===== src/rtl/gpio_irq_pkg.sv =====
package gpio_irq_pkg;

    localparam int WORD_W = 32;
    localparam int SEL_W  = 3;

    typedef enum logic [SEL_W-1:0] {
        SEL_EDGE = 3'd0,
        SEL_BOTH = 3'd1,
        SEL_POL  = 3'd2,
        SEL_EN   = 3'd3,
        SEL_CLR  = 3'd4,
        SEL_RAW  = 3'd5,
        SEL_MSK  = 3'd6,
        SEL_NONE = 3'd7
    } reg_sel_e;

    // per-pin trigger configuration as seen by a pin cell
    typedef struct packed {
        logic edge_mode;
        logic any_edge;
        logic active_high;
        logic clr_n;
    } pin_cfg_t;

    function automatic int words_for(int pins);
        return (pins + WORD_W - 1) / WORD_W;
    endfunction

    function automatic int idx_bits(int words);
        return (words > 1) ? $clog2(words) : 1;
    endfunction

    function automatic logic level_hit(pin_cfg_t c, logic cur);
        return c.active_high ? cur : ~cur;
    endfunction

    function automatic logic edge_hit(pin_cfg_t c, logic cur, logic prev);
        logic r;
        if (c.any_edge)
            r = cur ^ prev;
        else if (c.active_high)
            r = cur & ~prev;
        else
            r = prev & ~cur;
        return r;
    endfunction

endpackage


===== src/rtl/gpio_irq_regs.sv =====
module gpio_irq_regs
    import gpio_irq_pkg::*;
#(
    parameter int NUM_PINS = 64,
    parameter int NWORDS   = 2,
    parameter int IDX_W    = 1,
    parameter int ADDR_W   = 4
) (
    input  logic                  clk,
    input  logic                  rst,
    input  logic                  wr_en,
    input  logic                  rd_en,
    input  logic [ADDR_W-1:0]     addr,
    input  logic [WORD_W-1:0]     wdata,
    input  logic [NUM_PINS-1:0]   raw_st,
    input  logic [NUM_PINS-1:0]   msk_st,
    output logic [WORD_W-1:0]     rdata,
    output pin_cfg_t [NUM_PINS-1:0] cfg,
    output logic [NUM_PINS-1:0]   en_vec,
    output logic [NWORDS-1:0]     cfg_touch
);

    reg_sel_e           sel;
    logic [IDX_W-1:0]   idx;
    logic [NUM_PINS-1:0] edge_q, both_q, pol_q, en_q, clr_q;
    logic [WORD_W-1:0]  rd_next;

    assign sel = reg_sel_e'(addr[ADDR_W-1 -: SEL_W]);
    assign idx = addr[IDX_W-1:0];

    always_ff @(posedge clk) begin
        if (rst) begin
            edge_q <= '0;
            both_q <= '0;
            pol_q  <= '0;
            en_q   <= '0;
            clr_q  <= '1;
        end else if (wr_en) begin
            for (int w = 0; w < NWORDS; w++) begin
                if (idx == IDX_W'(w)) begin
                    case (sel)
                        SEL_EDGE: edge_q[w*WORD_W +: WORD_W] <= wdata;
                        SEL_BOTH: both_q[w*WORD_W +: WORD_W] <= wdata;
                        SEL_POL:  pol_q[w*WORD_W +: WORD_W]  <= wdata;
                        SEL_EN:   en_q[w*WORD_W +: WORD_W]   <= wdata;
                        SEL_CLR:  clr_q[w*WORD_W +: WORD_W]  <= wdata;
                        default:  ;
                    endcase
                end
            end
        end
    end

    always_comb begin
        rd_next = '0;
        for (int w = 0; w < NWORDS; w++) begin
            if (idx == IDX_W'(w)) begin
                case (sel)
                    SEL_EDGE: rd_next = edge_q[w*WORD_W +: WORD_W];
                    SEL_BOTH: rd_next = both_q[w*WORD_W +: WORD_W];
                    SEL_POL:  rd_next = pol_q[w*WORD_W +: WORD_W];
                    SEL_EN:   rd_next = en_q[w*WORD_W +: WORD_W];
                    SEL_CLR:  rd_next = clr_q[w*WORD_W +: WORD_W];
                    SEL_RAW:  rd_next = raw_st[w*WORD_W +: WORD_W];
                    SEL_MSK:  rd_next = msk_st[w*WORD_W +: WORD_W];
                    default:  rd_next = '0;
                endcase
            end
        end
    end

    always_ff @(posedge clk) begin
        if (rst)
            rdata <= '0;
        else if (rd_en)
            rdata <= rd_next;
    end

    // a write to any trigger field of a word blinds that word for one edge
    always_comb begin
        for (int w = 0; w < NWORDS; w++)
            cfg_touch[w] = wr_en && (idx == IDX_W'(w)) &&
                           (sel == SEL_EDGE || sel == SEL_BOTH || sel == SEL_POL);
    end

    always_comb begin
        for (int p = 0; p < NUM_PINS; p++)
            cfg[p] = '{edge_mode: edge_q[p], any_edge: both_q[p],
                       active_high: pol_q[p], clr_n: clr_q[p]};
    end

    assign en_vec = en_q;

endmodule


===== src/rtl/gpio_irq_pin.sv =====
module gpio_irq_pin
    import gpio_irq_pkg::*;
(
    input  logic     clk,
    input  logic     rst,
    input  pin_cfg_t cfg,
    input  logic     cur,
    input  logic     touch,
    output logic     raw,
    output logic     latched
);

    logic prev_q;
    logic latch_q;

    always_ff @(posedge clk) begin
        if (rst)
            prev_q <= 1'b0;
        else
            prev_q <= cur;
    end

    always_ff @(posedge clk) begin
        if (rst)
            latch_q <= 1'b0;
        else if (!cfg.clr_n || !cfg.edge_mode)
            latch_q <= 1'b0;
        else if (!touch && edge_hit(cfg, cur, prev_q))
            latch_q <= 1'b1;
    end

    assign raw     = cfg.edge_mode ? latch_q : level_hit(cfg, cur);
    assign latched = latch_q;

endmodule


===== src/rtl/gpio_irq_merge.sv =====
module gpio_irq_merge #(
    parameter int NUM_PINS = 64
) (
    input  logic                clk,
    input  logic                rst,
    input  logic [NUM_PINS-1:0] raw,
    input  logic [NUM_PINS-1:0] en,
    output logic [NUM_PINS-1:0] masked,
    output logic                irq
);

    assign masked = raw & en;

    always_ff @(posedge clk) begin
        if (rst)
            irq <= 1'b0;
        else
            irq <= |masked;
    end

endmodule


===== src/rtl/gpio_irq_ctrl.sv =====
module gpio_irq_ctrl
    import gpio_irq_pkg::*;
#(
    parameter int NUM_PINS = 64,
    localparam int NWORDS  = words_for(NUM_PINS),
    localparam int IDX_W   = idx_bits(NWORDS),
    localparam int ADDR_W  = SEL_W + IDX_W
) (
    input  logic                clk,
    input  logic                rst,
    input  logic                bus_wr,
    input  logic                bus_rd,
    input  logic [ADDR_W-1:0]   bus_addr,
    input  logic [WORD_W-1:0]   bus_wdata,
    output logic [WORD_W-1:0]   bus_rdata,
    input  logic [NUM_PINS-1:0] pin_in,
    output logic                irq_out
);

    pin_cfg_t [NUM_PINS-1:0] cfg;
    logic [NUM_PINS-1:0] en_vec;
    logic [NUM_PINS-1:0] raw_vec;
    logic [NUM_PINS-1:0] msk_vec;
    logic [NUM_PINS-1:0] latch_vec;
    logic [NUM_PINS-1:0] edge_vec;
    logic [NUM_PINS-1:0] clr_vec;
    logic [NWORDS-1:0]   cfg_touch;

    gpio_irq_regs #(
        .NUM_PINS(NUM_PINS), .NWORDS(NWORDS), .IDX_W(IDX_W), .ADDR_W(ADDR_W)
    ) u_regs (
        .clk(clk), .rst(rst), .wr_en(bus_wr), .rd_en(bus_rd),
        .addr(bus_addr), .wdata(bus_wdata),
        .raw_st(raw_vec), .msk_st(msk_vec), .rdata(bus_rdata),
        .cfg(cfg), .en_vec(en_vec), .cfg_touch(cfg_touch)
    );

    for (genvar p = 0; p < NUM_PINS; p++) begin : g_pin
        gpio_irq_pin u_pin (
            .clk(clk), .rst(rst), .cfg(cfg[p]), .cur(pin_in[p]),
            .touch(cfg_touch[p / WORD_W]),
            .raw(raw_vec[p]), .latched(latch_vec[p])
        );
        assign edge_vec[p] = cfg[p].edge_mode;
        assign clr_vec[p]  = cfg[p].clr_n;
    end

    gpio_irq_merge #(.NUM_PINS(NUM_PINS)) u_merge (
        .clk(clk), .rst(rst), .raw(raw_vec), .en(en_vec),
        .masked(msk_vec), .irq(irq_out)
    );

endmodule


===== config.mk =====
export PLATFORM = sky130hd
export DESIGN_NAME = gpio_irq_ctrl
export DESIGN_NICKNAME = d
export VERILOG_FILES = /design/src/rtl/gpio_irq_pkg.sv /design/src/rtl/gpio_irq_regs.sv /design/src/rtl/gpio_irq_pin.sv /design/src/rtl/gpio_irq_merge.sv /design/src/rtl/gpio_irq_ctrl.sv
export SDC_FILE = /design/constraint.sdc
export NUM_CORES = 1
export LEC_CHECK = 0
export CAP_MARGIN = 0
export CORE_ASPECT_RATIO = 2
export CORE_MARGIN = 2
export CORE_UTILIZATION = 47
export DETAILED_ROUTE_END_ITERATION = 8
export GPL_ROUTABILITY_DRIVEN = 0
export HOLD_SLACK_MARGIN = 0.05
export PLACE_DENSITY = 0.66
export REMOVE_ABC_BUFFERS = 1
export SLEW_MARGIN = 5
export SYNTH_ARGS = -nofsm -noshare
export SYNTH_HDL_FRONTEND = slang
export SYNTH_SLANG_ARGS = --single-unit

===== constraint.sdc =====
create_clock -name clk -period 3.95 [get_ports clk]
set_clock_uncertainty 0.1 [all_clocks]
set_input_delay 0.9875 -clock clk [delete_from_list [all_inputs] [get_ports clk]]
set_output_delay 0.9875 -clock clk [all_outputs]
set_load 0.005 [all_outputs]

Word-level counts from Yosys, hierarchy flattened
Cells that the tools add are included.
Cells by class
  equal/unequal tests: 6
  muxes and demuxes: 387
  bitwise gates (word level): 322
  reductions and logical operators: 340
Operators by type and width (count)
  32-bit case mux with 7 select lines: 2
  1-bit two-way mux: 384
  1-bit zero test: 130
  1-bit NOT: 129
  1-bit bitwise AND: 128
  2-bit OR reduction: 64
  1-bit logical AND: 68
  1-bit logical OR: 66
  64-bit bitwise AND: 1
  64-bit OR reduction: 1
  1-bit bitwise XOR: 64
  32-bit two-way mux: 1
  3-bit AND reduction: 10
  3-bit equality test, second input constant: 3
  3-bit by 2-bit equality test with 1-bit output, second input constant: 2
  3-bit by 1-bit equality test with 1-bit output, second input constant: 1
  3-bit zero test: 1
Storage, ports and cells
  flip-flop bits (word level): 481

Longest topological paths before layout
  depth after elaboration: 7
  depth in mapped cells: 9
  gate-level depth less buffers: 7

Modules after synthesis
Synthesis repeated with hierarchy kept, for this count alone.
Unflattened totals
  cells, all modules: 3168
  area total of the unflattened synthesis: 26247.7 µm²
By module, submodules not included
  gpio_irq_regs: times used 1, cells an instance 2052, area an instance 16739.8 µm²
  gpio_irq_pin: times used 64, cells an instance 16, area an instance 138.9 µm²
  gpio_irq_merge: times used 1, cells an instance 92, area an instance 619.3 µm²

Worst setup path before layout
OpenSTA, ideal clock, no wires.
  path kind: in2reg
  from: input port bus_addr[1]
  to: register u_regs.rdata[21]
  library setup time: 0.132 ns
  arrival: 2.269 ns
  path slack: 1.449 ns
  stages: 9
  cells stage by stage: buf_4 -> and3b_1 -> buf_2 -> buf_4 -> a22o_1 -> a221oi_1 -> o211ai_1 -> o211ai_1 -> a21oi_1
On the way
  word-level cells in the longest chain between the ends: 3
  elaborated cells on any way between the ends: 10
  those cells by class: eq/ne: 6; mux: 3; reduce/logical: 1
RTL lines
  start: declaration: RTL line gpio_irq_ctrl.sv:13  | input logic [ADDR_W-1:0] bus_addr,
  3-bit equality test, or another cell as far along: RTL line gpio_irq_regs.sv:58  | case (sel)
  32-bit case mux with 7 select lines: RTL line gpio_irq_regs.sv:58
  32-bit two-way mux (*): RTL line gpio_irq_regs.sv:57  | if (idx == IDX_W'(w)) begin
  end signal: assignment: RTL line gpio_irq_regs.sv:76  | rdata <= rd_next;
  end: declaration: RTL line gpio_irq_regs.sv:17  | output logic [WORD_W-1:0] rdata,
Every way passes the cells marked *; elsewhere a longest branch is shown, timed or not.
A chain may end at the register's enable or synchronous reset.

Final worst setup path
  from: input port pin_in[37]
  to: register u_merge.irq
On the way
  word-level cells in the longest chain between the ends: 5
RTL lines
  start: declaration: RTL line gpio_irq_ctrl.sv:16  | input logic [NUM_PINS-1:0] pin_in,
  1-bit NOT: RTL line gpio_irq_pkg.sv:34  | return c.active_high ? cur : ~cur;
  1-bit two-way mux (*): RTL line gpio_irq_pkg.sv:34
  1-bit two-way mux (*): RTL line gpio_irq_pin.sv:32  | assign raw = cfg.edge_mode ? latch_q : level_hit(cfg, cur);
  64-bit bitwise AND (*): RTL line gpio_irq_merge.sv:12  | assign masked = raw & en;
  64-bit OR reduction (*): RTL line gpio_irq_merge.sv:18  | irq <= |masked;
  end signal: assignment: RTL line gpio_irq_merge.sv:18
  end: declaration: RTL line gpio_irq_merge.sv:9  | output logic irq
Marks and branches as above.

==> summary.md <==
| Metric | Value |
|---|---|
| Root buf cell | `clkbuf_16` |
| Critical path type | `in2reg` |
| Post-DP HPWL | `65,000 um` |
| First-pass GRT wire length | `145,000 um` |
| Clock-pin transition on the worst setup and hold timing paths | `0.07 ns` |
| Register area share after synthesis | `39.0%` |
| DIE AREA | `54,400 um2` |
| Maximum VDD drop | `0.271 mV` |
| Area share of the largest cell type after synthesis | `39.0%` |
| Num rows | `118` |
| Worst-path fanout max | `3` |
| CP endpoint kind | `register` |
| Hold Fails Final Rpt | `0` |
| Buf/Inv on CP | `1` |
| Critical R2R Launch | `u_regs.pol_q[37]` |
| Most frequent cells in the layout | `nand2_1, a21oi_1, dfxtp_1` |
| Yosys warns | `0` |
| GRT Total Usage | `34.7%` |
| Non-Filler Instances | `3,929` |
| CTS Hold Bufs | `0` |
| Number of buffers created by CTS | `45` |
| Critical Path Start | `pin_in[37]` |
| Startpoint Class | `input pin` |
| Worst Max-Slew Pin Slew | `1.03 ns` |
| Worst EP arrival | `3.21 ns` |
| Max Slew Vio Count | `0` |
| CTS tree | `done` |
| Clk sink count | `481` |
| Post-CTS setup buffer count | `0` |
| Routed vias | `24,500` |
| CP Capture Point | `u_merge.irq` |
| Clk_lat worst skew | `0.58 ns` |
| Residual DRC | `0` |
| Slowest cell on the critical path | `clkdlybuf4s50_1` |
| Cell area after synthesis | `24,700 um2` |
| Hold crit path type | `reg2reg` |
| Ranking of synthesized cells by area | `dfxtp_1, nand2_1, a21oi_1, ha_1, nor2b_1` |
| Leading area contributor after synthesis | `dfxtp_1` |
| Starting density of the core | `47.6%` |
| Ports | `137` |
| Dpl cells | `3,853` |
| Crit path time final | `2.88 ns` |
| Vias per inst | `6.23` |
| Peak Freq | `0.348 GHz` |
| Vias in the first global route | `24,000` |
| Status | `complete, no violations` |
| Fin crit share | `72.9%` |
| GRT overflow | `0` |
| Distinct cells, synth | `59` |
| Initial DRT Pass Iterations | `6` |
| R2r setup slk | `1.60 ns` |
| Drt total wl | `97,600 um` |
| Cell depth of the worst flop-to-flop path | `6` |
| Unrepaired setup endpoints after global routing | `no` |
| Worst hold path depth | `2` |
| Number of port buffers | `136` |
| Number of enable flip-flop cells after synthesis | `0` |
| Drt initial violations | `2,813` |
| Critical Path RT | `4.28 ns` |
| Largest net degree at the start of global routing | `87` |
| Crit-path leading delay family | `compound AO/OA/AOI/OAI gates` |
| Syn_area_per_cell | `7.75 um2` |
| Lkg Pwr | `10.8 nW` |
| Die Span X | `166 um` |
| Commonest non-fill, non-tap cell in the layout | `nand2_1` |
| Setup tns final | `0 ns` |
| Floorplan core area | `51,800 um2` |
| Clock Path Buffers | `3` |
| H-tree Lvls | `2` |
| Layout cells sized above 1 | `6.00%` |
| Max cap viols | `0` |
| Reg-to-reg critical path endpoint | `u_merge.irq` |
| Max stage delay on crit path | `0.54 ns` |
| P per Cell Area | `374 nW/um2` |
| Initial antenna violation count | `1` |
| Yosys reg bits | `481` |
| Antenna viol nets, final | `0` |
| Die Y | `328 um` |
| Async set or reset register ratio after synthesis | `0%` |
| Mapped Cells | `3,183` |
| Routed WL per cell | `24.8 um` |
| # resized after CTS | `0` |
| Post-synthesis to final-layout area growth | `14.4%` |
| Critical path, cell by cell | `clkdlybuf4s50_1 > xor2_1 > nor3b_1 > a2111oi_0 > nand4_1 > a2111oi_2 > a41oi_1` |
| Slew margin rel. | `31.3%` |
| Setup-failing EPs final | `0` |
| Post-synth top flop | `dfxtp_1` |
| Crit. path cell count | `7` |
| NumNets Final | `3,472` |
[power breakdown]
| part | switching, mW | internal, mW |
|---|---|---|
| sequential | 0.0919 | 4.95 |
| combinational | 0.763 | 0.458 |
| clock | 1.94 | 2.34 |
[worst register-to-register path, delay by kind of cell, from the launching register on]
| family | cells | cell delay (ns) |
|---|---|---|
| AO/OA/AOI/OAI | 3 | 0.98 |
| XOR/XNOR | 1 | 0.21 |
| flip-flops | 1 | 0.42 |
| AND/OR/NAND/NOR | 2 | 0.48 |
[stage by stage]
stage                     setup slack [ns]  power [mW]  instance area (um2)  util, %  hold WS (ns)
after global placement               0.502        6.30                26800     51.8         0.331
after global routing                 0.933        10.8                28200     54.4         0.359
after floorplan                    0.00694        5.63                23600        -         0.322
after detailed placement             0.513        6.34                26800     51.8         0.335
final                                 1.07        10.5                28200     54.4         0.347
after CTS                             1.12        10.5                28200     54.4         0.345
[final cells by class]
cell class	count	area, um2
Timing Repair Buffer	240	2350
Antenna cell	1	2.50
Fill cell	4797	23600
Clock inverter	3	15.0
Clock buffer	72	1360
Sequential cell	481	9630
Tap cell	660	826
Multi-Input combinational cell	2336	13500
Inverter	136	510
[cells by family (layout without fill, tap and decap cells)]
group                    after synthesis  after routing  share of synthesized area [%]
AND/OR/NAND/NOR                     1239           1239                           22.4
AO/OA/AOI/OAI                        867            867                           21.9
flip-flops                           481            481                           39.0
buffers and inverters                366            451                           6.29
adder cells (fa/ha/maj)              128            128                           6.49
XOR/XNOR                              64             64                           2.27
multiplexers                          38             38                           1.62
other                                  0              1                              0
[per-layer routing]
layer / global-route usage (%) / up-vias / wire length (um)
li1: - / 11100 / -
met1: 38.4 / 11400 / 33600
met2: 56.7 / 1490 / 44400
met3: 6.20 / 485 / 9080
met4: 31.4 / 0 / 10500
met5: 0 / - / 0
[cells in the mapped netlist (4+ instances only)]
master     number
a22oi_1        67
o221ai_1       22
buf_2          72
nand3_1        61
nor4_1          5
and3_1          7
dfxtp_1       481
nor2b_1        98
a2111oi_0       9
a21o_1         23
o211ai_1       20
clkbuf_1      137
mux2_2         15
a221oi_1       27
a31oi_1         4
a22o_1         20
mux2i_1        23
o21ai_0        30
inv_1         136
buf_4          15
and3b_1         6
a211o_1        36
a221o_1         5
nor3_1         65
nand4_1        29
nor3b_1        25
ha_1          128
xnor2_1        11
xor2_1         53
nand3b_1       37
nor2_1        139
nand2_1       734
buf_6           4
and2_1         19
a32oi_1        17
a211oi_1       67
a2bb2oi_1       4
a21oi_1       497
[worst min-delay path by stage]
stage	slack, ns	from	end
after floorplan	0.32	u_regs.clr_q[51]	g_pin[51].u_pin.latched
after global placement	0.33	u_regs.clr_q[50]	g_pin[50].u_pin.latched
after detailed placement	0.34	u_regs.clr_q[43]	g_pin[43].u_pin.latched
after CTS	0.35	u_regs.clr_q[43]	g_pin[43].u_pin.latched
after global routing	0.36	u_regs.clr_q[8]	g_pin[8].u_pin.latched
final	0.35	u_regs.clr_q[46]	g_pin[46].u_pin.latched
[sequential cells by signal, indices dropped and copies added, names as in the netlist]
name,flops
g_pin.u_pin.latched,64
g_pin.u_pin.prev_q,64
u_merge.irq,1
u_regs.both_q,64
u_regs.clr_q,64
u_regs.edge_q,64
u_regs.en_vec,64
u_regs.pol_q,64
u_regs.rdata,32
Note: power is estimated with default switching activity, not from simulation.
